<file path="config.mk">
export PLATFORM = sky130hd
export DESIGN_NAME = credit_irq_ctrl
export DESIGN_NICKNAME = d
export VERILOG_FILES = /design/src/rtl/credit_irq_pkg.sv /design/src/rtl/credit_counter.sv /design/src/rtl/automask_fsm.sv /design/src/rtl/credit_irq_ctrl.sv
export SDC_FILE = /design/constraint.sdc
export NUM_CORES = 1
export LEC_CHECK = 0
export ABC_AREA = 0
export BUFFER_PORTS_ARGS = -buffer_cell sky130_fd_sc_hd__buf_2
export CAP_MARGIN = 40
export CORE_MARGIN = 5
export CORE_UTILIZATION = 32
export CTS_BUF_LIST = sky130_fd_sc_hd__clkbuf_8 sky130_fd_sc_hd__clkbuf_16
export CTS_CLUSTER_DIAMETER = 40
export DETAILED_ROUTE_END_ITERATION = 7
export HOLD_SLACK_MARGIN = 0.15
export SLEW_MARGIN = 25
export SYNTH_ARGS = -nofsm -noshare
export SYNTH_HDL_FRONTEND = slang
export SYNTH_SLANG_ARGS = --single-unit
</file>
<file path="constraint.sdc">
create_clock -name clk -period 5.62 [get_ports clk]
set_input_delay 1.405 -clock clk [delete_from_list [all_inputs] [get_ports clk]]
set_output_delay 1.405 -clock clk [all_outputs]
set_load 0.01 [all_outputs]
</file>
<file path="src/rtl/credit_irq_pkg.sv">
package credit_irq_pkg;
  typedef enum logic [1:0] {
    EV_NONE   = 2'd0,
    EV_ARM    = 2'd1,
    EV_RELOAD = 2'd2,
    EV_SILENT = 2'd3
  } fire_ev_t;
endpackage

</file>
<file path="src/rtl/credit_counter.sv">
module credit_counter #(
  parameter int CNT_W = 32
) (
  input  logic             clk,
  input  logic             rst_n,
  input  logic             clr,
  input  logic             inc,
  input  logic             dec_valid,
  input  logic [CNT_W-1:0] dec_amt,
  output logic [CNT_W-1:0] count,
  output logic             nxt_zero,
  output logic             ovf
);
  localparam logic [CNT_W:0] MAXV = {1'b0, {CNT_W{1'b1}}};

  logic [CNT_W:0]   sum;
  logic [CNT_W:0]   sum_sat;
  logic [CNT_W-1:0] nxt;
  logic             under;

  always_comb begin
    sum     = {1'b0, count} + {{CNT_W{1'b0}}, inc};
    sum_sat = (sum > MAXV) ? MAXV : sum;
    under   = 1'b0;
    nxt     = sum_sat[CNT_W-1:0];
    if (dec_valid) begin
      if ({1'b0, dec_amt} > sum_sat) begin
        nxt   = '0;
        under = 1'b1;
      end else begin
        nxt = sum_sat[CNT_W-1:0] - dec_amt;
      end
    end
  end

  assign nxt_zero = (nxt == '0);

  always_ff @(posedge clk or negedge rst_n) begin
    if (!rst_n) begin
      count <= '0;
      ovf   <= 1'b0;
    end else if (clr) begin
      count <= '0;
      ovf   <= 1'b0;
    end else begin
      count <= nxt;
      ovf   <= ovf | under;
    end
  end
endmodule

</file>
<file path="src/rtl/automask_fsm.sv">
module automask_fsm
  import credit_irq_pkg::*;
(
  input  logic clk,
  input  logic rst_n,
  input  logic clr,
  input  logic inc,
  input  logic ret_take,
  input  logic nxt_zero,
  output logic masked,
  output logic irq
);
  fire_ev_t ev;

  always_comb begin
    ev = EV_NONE;
    if (ret_take)
      ev = nxt_zero ? EV_SILENT : EV_RELOAD;
    else if (inc && !masked)
      ev = EV_ARM;
  end

  always_ff @(posedge clk or negedge rst_n) begin
    if (!rst_n) begin
      masked <= 1'b0;
      irq    <= 1'b0;
    end else if (clr) begin
      masked <= 1'b0;
      irq    <= 1'b0;
    end else begin
      unique case (ev)
        EV_ARM, EV_RELOAD: begin
          masked <= 1'b1;
          irq    <= 1'b1;
        end
        EV_SILENT: begin
          masked <= 1'b0;
          irq    <= 1'b0;
        end
        default: irq <= 1'b0;
      endcase
    end
  end
endmodule

</file>
<file path="src/rtl/credit_irq_ctrl.sv">
module credit_irq_ctrl #(
  parameter int CNT_W = 32
) (
  input  logic             clk,
  input  logic             rst_n,
  input  logic             ring_reset,
  input  logic             cmpl_strobe,
  input  logic             ret_valid,
  output logic             ret_ready,
  input  logic [CNT_W-1:0] ret_count,
  output logic             irq,
  output logic [CNT_W-1:0] credits,
  output logic             masked,
  output logic             ovf_err
);
  logic ret_take;
  logic nxt_zero;

  assign ret_ready = 1'b1;
  assign ret_take  = ret_valid & ret_ready;

  credit_counter #(.CNT_W(CNT_W)) cnt_i (
    .clk      (clk),
    .rst_n    (rst_n),
    .clr      (ring_reset),
    .inc      (cmpl_strobe),
    .dec_valid(ret_take),
    .dec_amt  (ret_count),
    .count    (credits),
    .nxt_zero (nxt_zero),
    .ovf      (ovf_err)
  );

  automask_fsm fsm_i (
    .clk     (clk),
    .rst_n   (rst_n),
    .clr     (ring_reset),
    .inc     (cmpl_strobe),
    .ret_take(ret_take),
    .nxt_zero(nxt_zero),
    .masked  (masked),
    .irq     (irq)
  );
endmodule

</file>
---- After elaboration in Yosys (flattened, before gate mapping) ----
Cells that the tools add are included.
word-level totals
  input port bits ......................... 37
  bits in read-only memories .............. 0
  bits in writable memories ............... 0
  bits in latches ......................... 0
  output and inout bits ................... 36
  logic and storage cells ................. 31
  flip-flop bits (word level) ............. 35
  memories ................................ 0
cells by class
  order comparisons ....................... 2
  bitwise gates (word level) .............. 1
  mux-type cells .......................... 14
  reduce and logical (&&, ||, !) cells .... 5
  shifts and indexed selects .............. 0
  add/sub/neg operators ................... 2
  divide/modulo/power cells ............... 0
  eq/ne operators ......................... 3
  multiply operators ...................... 0
operators by type and width
  cell                  count
  $mux 32               3
  $add 32x1->33         1
  $gt 32x33->1          1
  $gt 33x32->1 const B  1
  $mux 33               1
  $logic_not 32->1      1
  $sub 32x32->32        1
  $mux 1                8
  $eq 2x2->1 const B    2
  $reduce_bool 3->1     1
  $eq 2x1->1 const B    1
  $mux 2                1
  $pmux 1 s2            1
  $reduce_or 2->1       1
  $logic_and 1x1->1     1
  $logic_not 1->1       1
  $or 1x1->1            1

---- Depth between registers and ports, before layout ----
Gate-level depths: netlist of the first run.
  depth in word-level cells ............... 13
  mapped depth ............................ 22
  mapped depth without buffers ............ 19

---- By module ----
From an unflattened synthesis of the first run, not the netlist that was laid out.
unflattened totals
  cells, all modules ...................... 788
  area total of the unflattened synthesis .. 5,611.6 um^2
modules (own cells, without submodules)
  module           instances  sequential area each (um^2)  cells each  area each (um^2)
  credit_counter   1          825.8                        779         5,516.5
  automask_fsm     1          50.0                         7           83.8
  credit_irq_ctrl  1          0.0                          2           11.3

---- Worst setup path before layout of the first run ----
OpenSTA, ideal clock, no wires.
  path type ............................... input port to flip-flop
  start point ............................. input cmpl_strobe
  end point ............................... register fsm_i.irq
  path buffers ............................ 4
  arrival ................................. 5.807 ns
  setup time .............................. 0.094 ns
  stages on the path ...................... 22
  data required time ...................... 5.526 ns
  setup slack ............................. -0.281 ns
  cells stage by stage .................... ha_1 > ha_1 > nand4_1 > nor3_1 > and3_1 > and2_1 > clkbuf_1 > clkbuf_1 > nor2_1 > inv_1 > ha_1 > buf_2 > nand4_1 > or4_1 > o311ai_1 > a31oi_1 > or3_1 > buf_2 > o32a_1 > o211ai_2 > a211oi_2 > a221oi_2
on the way
  cells in the longest elaborated chain, start to end .. 13
RTL lines
  what                                            line                                        RTL
  start, declared                                 credit_irq_ctrl.sv:7                        input logic cmpl_strobe,
  $add 32x1->33                                   credit_counter.sv:22                        sum = {1'b0, count} + {{CNT_W{1'b0}}, inc};
  $gt 33x32->1                                    credit_counter.sv:23                        sum_sat = (sum > MAXV) ? MAXV : sum;
  $mux 33                                         credit_counter.sv:23
  $sub 32x32->32 or $gt 32x33->1 (tied branches)  credit_counter.sv:31, credit_counter.sv:27
  $mux 32                                         credit_counter.sv:27                        if ({1'b0, dec_amt} > sum_sat) begin
  $mux 32                                         credit_counter.sv:26                        if (dec_valid) begin
  $logic_not 32->1                                credit_counter.sv:36                        assign nxt_zero = (nxt == '0);
  $mux 1                                          automask_fsm.sv:18                          ev = nxt_zero ? EV_SILENT : EV_RELOAD;
  $mux 2 *                                        automask_fsm.sv:17                          if (ret_take)
  $eq 2x1->1 or $eq 2x2->1 (tied branches)        automask_fsm.sv:31                          unique case (ev)
  $reduce_or 2->1 *                               automask_fsm.sv:31
  $mux 1 *                                        automask_fsm.sv:31
  $mux 1 *                                        automask_fsm.sv:27                          end else if (clr) begin
  end signal, assigned                            automask_fsm.sv:26                          irq <= 1'b0;
  end signal, assigned                            automask_fsm.sv:29                          irq <= 1'b0;
  end signal, assigned                            automask_fsm.sv:34                          irq <= 1'b1;
  end, declared                                   automask_fsm.sv:11                          output logic irq
Every way passes the cells marked *; elsewhere a longest branch is shown, timed or not.
A chain may end at the register's enable or synchronous reset.

---- Final worst setup path of the first run ----
Same ends and word-level chain as after synthesis.

==> results.json, run 1 <==
{
  "min_period_ns": 5.46,
  "die-area_um2": 18900,
  "cts_root_buf": "clkbuf_16",
  "pre_cts_slack_ns": -0.299,
  "synth-edff-count": 0,
  "cts_made_buffers": 5,
  "grt-ovfl-total": 0,
  "seqPwrFrac_pct": 24.6,
  "dr_total_vias": 6311,
  "switching_share_pct": 38.9,
  "required_ns": 5.82,
  "crit_path_cell_trace": "buf_6 > ha_4 > ha_4 > nand4_1 > or3_4 > nor3_4 > and4_1 > xor2_1 > nor2_1 > inv_2 > ha_4 > nand4_1 > or4_4 > o311ai_4 > a31oi_2 > or3_4 > o32a_1 > o211ai_2 > a211oi_2 > a221oi_2",
  "synth_nets": 844,
  "holdWs_ns": 0.508,
  "setup_viol_count_final": 0,
  "leakagePower_nw": 3.91,
  "hpwlAfterDp_mm": 17.1,
  "peakVddDrop_v": 0.000104,
  "portBuffers": 71,
  "die_w_um": 138,
  "combPwrFrac_pct": 51.8,
  "clkPwrFrac_pct": 23.5,
  "syn_to_final_growth_pct": 48.8,
  "synth.top_cell.area_share_pct": 16.8,
  "wl_mm": 20.9,
  "numClockSinks": 35,
  "grt_first_pass_wirelength_mm": 31.4,
  "grt_pass1_vias": 6195,
  "arrival_ns": 5.66,
  "wl_per_cell_um": 17.6,
  "grt_antenna_before_repair": 0,
  "syn_inst": 740,
  "cts_tree": "done",
  "status": "complete, no violations",
  "ant_nets": 0,
  "htreeDepth": 2,
  "pin_count": 73,
  "cap_violations": 0,
  "critPathCaptureType": "register",
  "initial_utilization_pct": 32.7,
  "rows": 46,
  "clkTransAtPathRegs_ns": 0.06,
  "grt_use_total_pct": 21.4,
  "ys_ff_latch": 35,
  "die_h_um": 138,
  "ys_top_cells_by_area": "dfrtp_1 (17%), ha_1 (16%), nor2_1 (7.6%)",
  "fmax_mhz": 183,
  "max_stage_delay_ns": 0.58,
  "fin_skew_ns": 0.0112,
  "syn_area_per_cell_um2": 7.04,
  "drive_gt1_share_pct": 36.4,
  "relSlewSlack_pct": 52.8,
  "drt_iter0_markers": 362,
  "gp_congestion": 0.980,
  "crit_top_cell": "ha_4",
  "synthArstFlopShare_pct": 100,
  "placed_area_um2": 7050,
  "synth_area_um2": 5210,
  "holdCritPathClass": "register to register",
  "ys_types": 70,
  "fin_ws_ns": 0.156,
  "period_share_pct": 97.2,
  "synth_top_cell_by_area": "dfrtp_1",
  "cts_hold_buffers": 0,
  "critPathMaxFanout": 3,
  "final_max_slew_viol_count": 0,
  "slowest_stage": "or4_4",
  "critPathLaunchType": "input port",
  "worst-setup-path-type": "input port to register",
  "first_pass_iters": 5,
  "drc": 0,
  "p_sw_mw": 0.453,
  "synthFlopType": "dfrtp_1",
  "yosysSeqAreaShare_pct": 16.8,
  "worst_pin_slew_ns": 0.708,
  "p_int_mw": 0.710,
  "ys_warn_count": 0,
  "routed_via_density": 5.31,
  "hold_viol_final": 0,
  "nNetsFinal": 1075,
  "coreArea_um2": 15900,
  "clk_path_buf_depth": 2,
  "fin_area_um2": 7750,
  "clk_latency_ns": 0.29,
  "diodes": 0,
  "powerDensity_nw_per_um2": 150,
  "grt_max_degree": 36
}
==> power by group through the flow <==
stage	logic [mW]	registers, mW	clock network [mW]
after CTS	0.550	0.285	0.278
final	0.603	0.287	0.274
after global placement	0.545	0.290	0
after global routing	0.658	0.288	0.295
after floorplan	0.273	0.292	0
after detailed placement	0.547	0.290	0
==> state kept, by name, summed over array words and instances, names as in the netlist <==
signal        cells
fsm_i.masked      1
cnt_i.count      32
fsm_i.irq         1
cnt_i.ovf         1
==> per-layer routing <==
layer | GRT usage, % | routed length [um]
met1 | 26.8 | 8680
met5 | 0 | 0
met4 | 7.71 | 830
met2 | 37.4 | 10200
met3 | 2.74 | 1170
==> Yosys cell counts, types with 6 or more instances <==
library cell	number
a22oi_1	8
nor3_1	15
xor2_1	15
mux2i_1	6
a21o_1	10
clkbuf_1	18
and3_1	9
nand2b_1	8
nand4_1	14
a21oi_1	64
xnor2_1	29
a31oi_1	10
nand3_1	33
ha_1	66
nor4_1	6
inv_1	71
nor2_1	105
nand2_1	63
buf_2	16
dfrtp_1	35
o21ai_0	30
a211oi_1	7
or3_1	8
==> placed cells by master (no fill, tap or decap), types with 10 or more instances in the layout <==
cell type  synthesis  layout
nor2_1           105     101
nand2_1           63      62
nor3_1            15      10
buf_4              1     186
nand3_1           33      28
inv_1             71      70
xnor2_1           29      27
o21ai_0           30      24
xor2_1            15      15
a21o_1            10      10
a21oi_1           64      58
nand4_1           14      14
dfrtp_1           35      35
buf_2             16      70
ha_1              66      56
==> path summary, 6_finish.rpt <==
kind / end / slack (ns) / startpoint / depth (start not counted)
worst max-delay path: fsm_i.irq / 0.16 / cmpl_strobe / 20
worst min-delay path: cnt_i.ovf / 0.51 / cnt_i.ovf / 2
worst max register to register: fsm_i.irq / 0.91 / cnt_i.count[0] / 19
worst min register to register: cnt_i.ovf / 0.51 / cnt_i.ovf / 2
max in group asynchronous: cnt_i.count[5] / 4.19 / rst_n / 2
min in group asynchronous: cnt_i.count[31] / 0.99 / rst_n / 1
==> cell type report <==
class,instances,area (um2)
fill,1616,8190
multi-input combinational,595,4360
clock buffer,5,125
timing repair buffer,261,1830
tap,216,270
sequential,35,876
inverter,73,274
clock inverter,3,20.0
==> critical path, delay by kind of cell <==
| family | cells | cell delay (ns) |
|---|---|---|
| AND/OR/NAND/NOR | 8 | 2.39 |
| AO/OA/AOI/OAI | 6 | 1.08 |
| adder cells (fa/ha/maj) | 3 | 0.52 |
| buffers and inverters | 2 | 0.17 |
| XOR/XNOR | 1 | 0.08 |
==> what timing repair did <==
action,in CTS,in global routing
pin swaps,0,28
endpoints found under the setup margin,1,3
cloned,0,1
resized for setup,1,85
buffers inserted,0,10
==> stage by stage <==
| stage | util [%] | TNS, ns | instances | power [mW] |
|---|---|---|---|---|
| 2_1_floorplan | - | 0 | 740 | 0.566 |
| 3_3_place_gp | 44.2 | -0.189 | 1168 | 0.835 |
| 3_5_place_dp | 44.2 | -0.577 | 1168 | 0.837 |
| 4_1_cts | 45.2 | 0 | 1176 | 1.11 |
| 5_1_grt | 48.6 | -0.119 | 1188 | 1.24 |
| 6_report | 48.6 | 0 | 1188 | 1.16 |
==> cell families (layout without fill, tap and decap cells) <==
group           count (synthesis)  after routing  synth area share, %
mux                             8              8                 1.59
other cells                     1              1               0.0720
flops                          35             35                 16.8
compound gates                190            190                 23.9
fa+ha+maj                      67             67                 16.2
xor+xnor                       44             44                 7.40
simple gates                  285            285                 25.6
buf+inv                       110            342                 8.38
No activity file was read; power rests on OpenSTA's default activity.
==> inputs of run 2 (changes only) <==
--- a/config.mk
+++ b/config.mk
@@ -17,4 +17,5 @@
 export SLEW_MARGIN = 25
 export SYNTH_ARGS = -nofsm -noshare
 export SYNTH_HDL_FRONTEND = slang
+export SYNTH_HIERARCHICAL = 1
 export SYNTH_SLANG_ARGS = --single-unit
==> results.json, run 2 <==
{
  "status": "finished with violations",
  "violations": "negative setup slack",
  "grt_max_degree": 36,
  "ys_ff_latch": 35,
  "whs_endpoint": "cnt_i/ovf",
  "synthTopCellsByCount": "nor2_1 (87), inv_1 (75), ha_1 (66)",
  "syn_inst": 788,
  "drive_gt1_share_pct": 39.1,
  "worst-r2r-setup-slack_ns": 0.38,
  "synth_top_cell_by_area": "dfrtp_1",
  "cts_hold_buffers": 0,
  "p_int_mw": 0.837,
  "grt_use_total_pct": 21.6,
  "wl_mm": 22.6,
  "relSlewSlack_pct": 54.2,
  "critPathLaunchType": "input port",
  "syn_to_final_growth_pct": 52.1,
  "die_w_um": 142,
  "grt_pass1_vias": 6611,
  "ys_types": 78,
  "die_h_um": 142,
  "routed_via_density": 5.35,
  "cap_violations": 0,
  "min_period_ns": 5.73,
  "drt_iter0_markers": 585,
  "holdCritPathClass": "register to register",
  "clk_latency_ns": 0.28,
  "pin_count": 73,
  "grt_first_pass_wirelength_mm": 35.2,
  "final_cell_mix": "buf_4 (228), nor2_1 (81), inv_1 (74)",
  "synth_nets": 892,
  "switching_share_pct": 40.6,
  "p_sw_mw": 0.573,
  "grt-ovfl-total": 0,
  "first_pass_iters": 6,
  "hp-start": "cnt_i/ovf",
  "wl_per_cell_um": 17.6,
  "leakagePower_nw": 4.19,
  "placed_cells": 1250,
  "required_ns": 5.75,
  "seqPwrFrac_pct": 21.5,
  "grt_antenna_before_repair": 0,
  "synth_area_um2": 5610,
  "largest_reg_flops": 32,
  "coreArea_um2": 17200,
  "synthFlopType": "dfrtp_1",
  "hpwlAfterDp_mm": 18.3,
  "arrival_ns": 5.87,
  "nNetsFinal": 1161,
  "ant_nets": 0,
  "drc": 0,
  "worstReg2RegStart": "cnt_i/count[25]",
  "htreeDepth": 2,
  "critPathMaxFanout": 7,
  "synthArstFlopShare_pct": 100,
  "dr_total_vias": 6866,
  "fmax_mhz": 174,
  "powerDensity_nw_per_um2": 165,
  "fin_ws_ns": -0.113,
  "combPwrFrac_pct": 59.5,
  "initial_utilization_pct": 32.6,
  "clkTransAtPathRegs_ns": 0.05,
  "diodes": 0,
  "fin_skew_ns": 0.00736,
  "die-area_um2": 20300,
  "yosysMostFrequentCell": "nor2_1",
  "period_share_pct": 102,
  "portBuffers": 71,
  "final_max_slew_viol_count": 0,
  "syn_area_per_cell_um2": 7.12,
  "worst_pin_slew_ns": 0.687,
  "peakVddDrop_v": 0.000111,
  "mostFrequentLayoutCell": "buf_4",
  "ys_top_cells_by_area": "dfrtp_1 (16%), ha_1 (15%), nor2_1 (5.8%)",
  "clkPwrFrac_pct": 18.9,
  "yosysSeqAreaShare_pct": 15.6,
  "cts_made_buffers": 5,
  "r2r_cells": 20,
  "gp_congestion": 0.966,
  "clk_path_buf_depth": 2,
  "min_path_cells": 2,
  "ys_warn_count": 6,
  "setup_viol_count_final": 2,
  "rows": 48,
  "timing.rr.end": "fsm_i/irq",
  "synth.top_cell.area_share_pct": 15.6,
  "cts_root_buf": "clkbuf_16",
  "critPathCaptureType": "register",
  "synth-edff-count": 0,
  "numClockSinks": 35,
  "cts_tree": "done",
  "instances_no_fill": 1283,
  "worst-setup-path-type": "input port to register",
  "regMostFlops": "cnt_i/count",
  "rsz0062_at_grt": "true",
  "finalSetupTns_ns": -0.133,
  "hold_viol_final": 0
}
==> run 2: cell types whose count changed after synthesis, sizes merged, moves of 6 or more <==
cell   before  now
nand3      33   25
a22oi       8    1
nor3       15   26
and2        4   19
nand4      14   22
xnor2      29   23
a31oi      10   25
a21oi      65   59
nor2      106   87
==> run 2: how the worst max path moves through the flow <==
stage	startpoint	endpoint	slack, ns
floorplan	cmpl_strobe	fsm_i/irq	0.01
global placement	cmpl_strobe	fsm_i/irq	-0.85
detailed placement	cmpl_strobe	fsm_i/irq	-0.92
CTS	cmpl_strobe	fsm_i/irq	-0.07
global route	cmpl_strobe	fsm_i/irq	-0.25
finish	cmpl_strobe	fsm_i/irq	-0.11
==> run 2: timing repair <==
item,in CTS,in global routing
pin swaps,22,21
setup endpoints to repair,2,6
resized for setup,64,46
endpoints found under the hold margin,0,0
setup buffers,18,7
==> run 2: routing by layer <==
metal / GRT usage [%] / routed length (um)
met3: 2.65 / 1310
met2: 36.7 / 10500
met4: 6.55 / 633
met5: 0 / 0
met1: 28.5 / 10100
==> run 2: critical path, cell delays in order <==
cell,delay (ns)
buf_8,0.08
ha_4,0.13
ha_4,0.12
and2_4,0.14
nand4_1,0.15
or4_4,0.63
buf_6,0.18
buf_6,0.13
and2_4,0.14
inv_2,0.06
ha_4,0.21
nand4_1,0.12
o21ai_2,0.09
o21ba_2,0.23
buf_4,0.15
or3_4,0.37
xor2_2,0.16
a311o_1,0.37
nor4_4,0.26
o211ai_2,0.15
nor4b_4,0.35
or2b_1,0.16
a21oi_2,0.05
==> run 2: layout make-up <==
type                       count  area [um2]
fill                        1662        8700
multi-input combinational    634        4800
timing repair buffer         305        2150
sequential                    35         876
inverter                      76         285
tap                          225         282
clock buffer                   5         125
clock inverter                 3        16.3
==> run 2: kinds of logic (layout without fill, tap and decap cells) <==
kind of cell / Yosys count / count (layout) / synth area share [%]
other cells: 1 / 1 / 0.0668
flops: 35 / 35 / 15.6
simple gates: 312 / 312 / 28.2
buf+inv: 119 / 389 / 8.72
compound gates: 206 / 206 / 24.6
xor+xnor: 40 / 40 / 6.24
mux: 8 / 8 / 1.45
fa+ha+maj: 67 / 67 / 15.1
==> run 2: power groups by stage <==
stage / logic, mW / clock network, mW / registers (mW)
after floorplan: 0.383 / 0 / 0.306
after global placement: 0.729 / 0 / 0.306
after detailed placement: 0.731 / 0 / 0.306
after CTS: 0.794 / 0.268 / 0.302
after global routing: 0.908 / 0.281 / 0.306
final: 0.839 / 0.267 / 0.303
==> run 2: metrics by stage <==
stage | instance area [um2] | util [%] | power, mW | hold slack [ns] | setup WS (ns)
detailed placement | 7670 | 44.5 | 1.04 | 0.492 | -0.921
global placement | 7670 | 44.5 | 1.04 | 0.480 | -0.848
floorplan | 5670 | - | 0.689 | 0.535 | 0.0105
global route | 8530 | 49.5 | 1.50 | 0.535 | -0.249
finish | 8530 | 49.5 | 1.41 | 0.498 | -0.113
CTS | 8250 | 47.9 | 1.36 | 0.505 | -0.0677
==> inputs of run 3 (changes only) <==
--- a/config.mk
+++ b/config.mk
@@ -5,7 +5,7 @@
 export SDC_FILE = /design/constraint.sdc
 export NUM_CORES = 1
 export LEC_CHECK = 0
-export ABC_AREA = 0
+export ABC_AREA = 1
 export BUFFER_PORTS_ARGS = -buffer_cell sky130_fd_sc_hd__buf_2
 export CAP_MARGIN = 40
 export CORE_MARGIN = 5
==> results.json, run 3 <==
{
  "period_share_pct": 92.3,
  "rows": 50,
  "hpwlAfterDp_mm": 17.3,
  "timing.rr.end": "fsm_i/masked",
  "required_ns": 5.79,
  "clkTransAtPathRegs_ns": 0.05,
  "synth_nets": 1195,
  "synth.top_cell.area_share_pct": 24.4,
  "syn_to_final_growth_pct": 14.7,
  "synthArstFlopShare_pct": 100,
  "drive_gt1_share_pct": 11.8,
  "numClockSinks": 35,
  "worst_pin_slew_ns": 0.693,
  "top_usage_layer": "met2",
  "synth_top_cell_by_area": "nand2_1",
  "cap_violations": 0,
  "worst-setup-path-type": "input port to register",
  "die_w_um": 148,
  "final_max_slew_viol_count": 0,
  "wl_mm": 19.6,
  "drc": 0,
  "clk_latency_ns": 0.27,
  "holdCritPathClass": "register to register",
  "grt_max_degree": 38,
  "nNetsFinal": 1277,
  "fin_ws_ns": 0.435,
  "fmax_mhz": 193,
  "synthTopCellsByCount": "nand2_1 (397), inv_1 (226), nor2_1 (96)",
  "n_fill_cell": 2060,
  "die-area_um2": 21900,
  "worstReg2RegStart": "cnt_i/count[0]",
  "critPathCaptureType": "register",
  "yosysSeqAreaShare_pct": 14.4,
  "dr_total_vias": 6619,
  "coreArea_um2": 18700,
  "cts_hold_buffers": 0,
  "grt-ovfl-total": 0,
  "cts_made_buffers": 5,
  "mostFrequentLayoutCell": "nand2_1",
  "portBuffers": 71,
  "relSlewSlack_pct": 53.8,
  "grt_first_pass_wirelength_mm": 31.1,
  "routed_via_density": 4.70,
  "finalSetupTns_ns": 0,
  "setup_viol_count_final": 0,
  "met2_usage_pct": 27.7,
  "grt_antenna_before_repair": 0,
  "status": "complete, no violations",
  "regMostFlops": "cnt_i/count",
  "worst-r2r-setup-slack_ns": 1.31,
  "grt_pass1_vias": 6081,
  "arrival_ns": 5.35,
  "first_pass_iters": 5,
  "diodes": 0,
  "ys_types": 36,
  "rsz0062_at_grt": "false",
  "crit_top_cell": "nand2_1",
  "htreeDepth": 2,
  "powerDensity_nw_per_um2": 145,
  "slowest_stage": "ha_1",
  "final_cell_mix": "nand2_1 (395), inv_1 (226), nor2_1 (96)",
  "syn_inst": 1091,
  "postCtsSetupRepairBufs": 0,
  "crit_path_end": "fsm_i/masked",
  "critPathMaxFanout": 19,
  "ant_nets": 0,
  "cts_root_buf": "clkbuf_16",
  "grt_use_total_pct": 17.6,
  "drt_iter0_markers": 655,
  "gp_congestion": 1.00,
  "pre_cts_slack_ns": 0.105,
  "wl_per_cell_um": 13.9,
  "startpoint": "cmpl_strobe",
  "min_path_cells": 2,
  "synth_area_um2": 6100,
  "ys_ff_latch": 35,
  "die_h_um": 148,
  "initial_utilization_pct": 32.6,
  "max_stage_delay_ns": 0.35,
  "pin_count": 73,
  "cts_tree": "done",
  "yosysMostFrequentCell": "nand2_1",
  "synthFlopType": "dfrtp_1",
  "ys_top_cells_by_area": "nand2_1 (24%), dfrtp_1 (14%), inv_1 (14%)",
  "syn_area_per_cell_um2": 5.59,
  "synth-edff-count": 0,
  "seq_area_um2": 876,
  "multi_input_area_um2": 4250,
  "r2r_cells": 29,
  "clk_path_buf_depth": 2,
  "ys_warn_count": 6,
  "leakagePower_nw": 4.28,
  "critPathLaunchType": "input port",
  "largest_reg_flops": 32,
  "grt_use_met3_pct": 0.945,
  "peakVddDrop_v": 0.0000748,
  "fin_skew_ns": 0.00381,
  "hold_viol_final": 0,
  "min_period_ns": 5.19,
  "use_met1_pct": 26.1
}
## run 3: cell types whose count changed after synthesis, moves of 12 or more
cell      before  now
a31oi_1       25    0
nor3_1        26   11
nand2_1       64  397
nand3_1       25   54
a21o_1        15    3
o21ai_0       29    2
inv_1         75  226
and2_1        19    3
clkbuf_1      21    7
## run 3: power by group
group / switching [mW] / internal (mW) / total [mW]
Sequential: 0.0188 / 0.267 / 0.286
Clock: 0.0909 / 0.172 / 0.263
Combinational: 0.300 / 0.167 / 0.467
## run 3: worst min path at each step
| stage | startpoint | to | slack [ns] |
|---|---|---|---|
| CTS | cnt_i/ovf | cnt_i/ovf | 0.55 |
| global route | cnt_i/ovf | cnt_i/ovf | 0.57 |
| detailed placement | cnt_i/ovf | cnt_i/ovf | 0.54 |
| floorplan | cnt_i/ovf | cnt_i/ovf | 0.55 |
| global placement | cnt_i/ovf | cnt_i/ovf | 0.54 |
| finish | cnt_i/ovf | cnt_i/ovf | 0.55 |
## run 3: layout make-up
| cell class | instances | area share [%] |
|---|---|---|
| clock inverters | 1 | 0.0716 |
| well taps | 234 | 4.19 |
| flip-flops and latches | 35 | 12.5 |
| inverters | 231 | 12.4 |
| clock buffers | 6 | 1.99 |
| repair buffers | 94 | 8.02 |
| multi-input cells | 806 | 60.8 |
## run 3: worst max-delay path, delay by kind of cell
family                   cells  cell delay, ns
AO/OA/AOI/OAI                1            0.08
adder cells (fa/ha/maj)      3            0.70
buffers and inverters        5            0.47
AND/OR/NAND/NOR             21            2.68
## run 3: stage by stage
step                      utilization [%]  cells  area [um2]  total power [mW]  hold WS (ns)
after floorplan                         -   1091        6100             0.605         0.548
after global placement               36.4   1398        6810             0.749         0.537
after detailed placement             36.5   1399        6820             0.750         0.539
after CTS                            37.3   1406        6970              1.02         0.547
after global routing                 37.4   1407        6990              1.09         0.569
final                                37.4   1407        6990              1.02         0.550
## run 3: cell families (layout without fill, tap and decap cells)
family,count (synthesis),count (layout),synth area share [%]
flip-flops,35,35,14.4
adder cells (fa/ha/maj),67,67,13.9
buffers and inverters,250,332,16.0
AND/OR/NAND/NOR,623,623,43.6
XOR/XNOR,40,40,5.74
other,1,1,0.0615
AO/OA/AOI/OAI,75,75,6.42
## run 3: layer usage
metal / routed length, um / part of all wire (%)
met1: 9710 / 49
met2: 8380 / 43
met3: 1070 / 5.4
met4: 471 / 2.4
met5: 0 / 0
## run 3: what timing repair did
| action | CTS | global route |
|---|---|---|
| gates resized for setup | 0 | 2 |
| hold endpoints to repair | 0 | 0 |
| setup endpoints to repair | 0 | 2 |
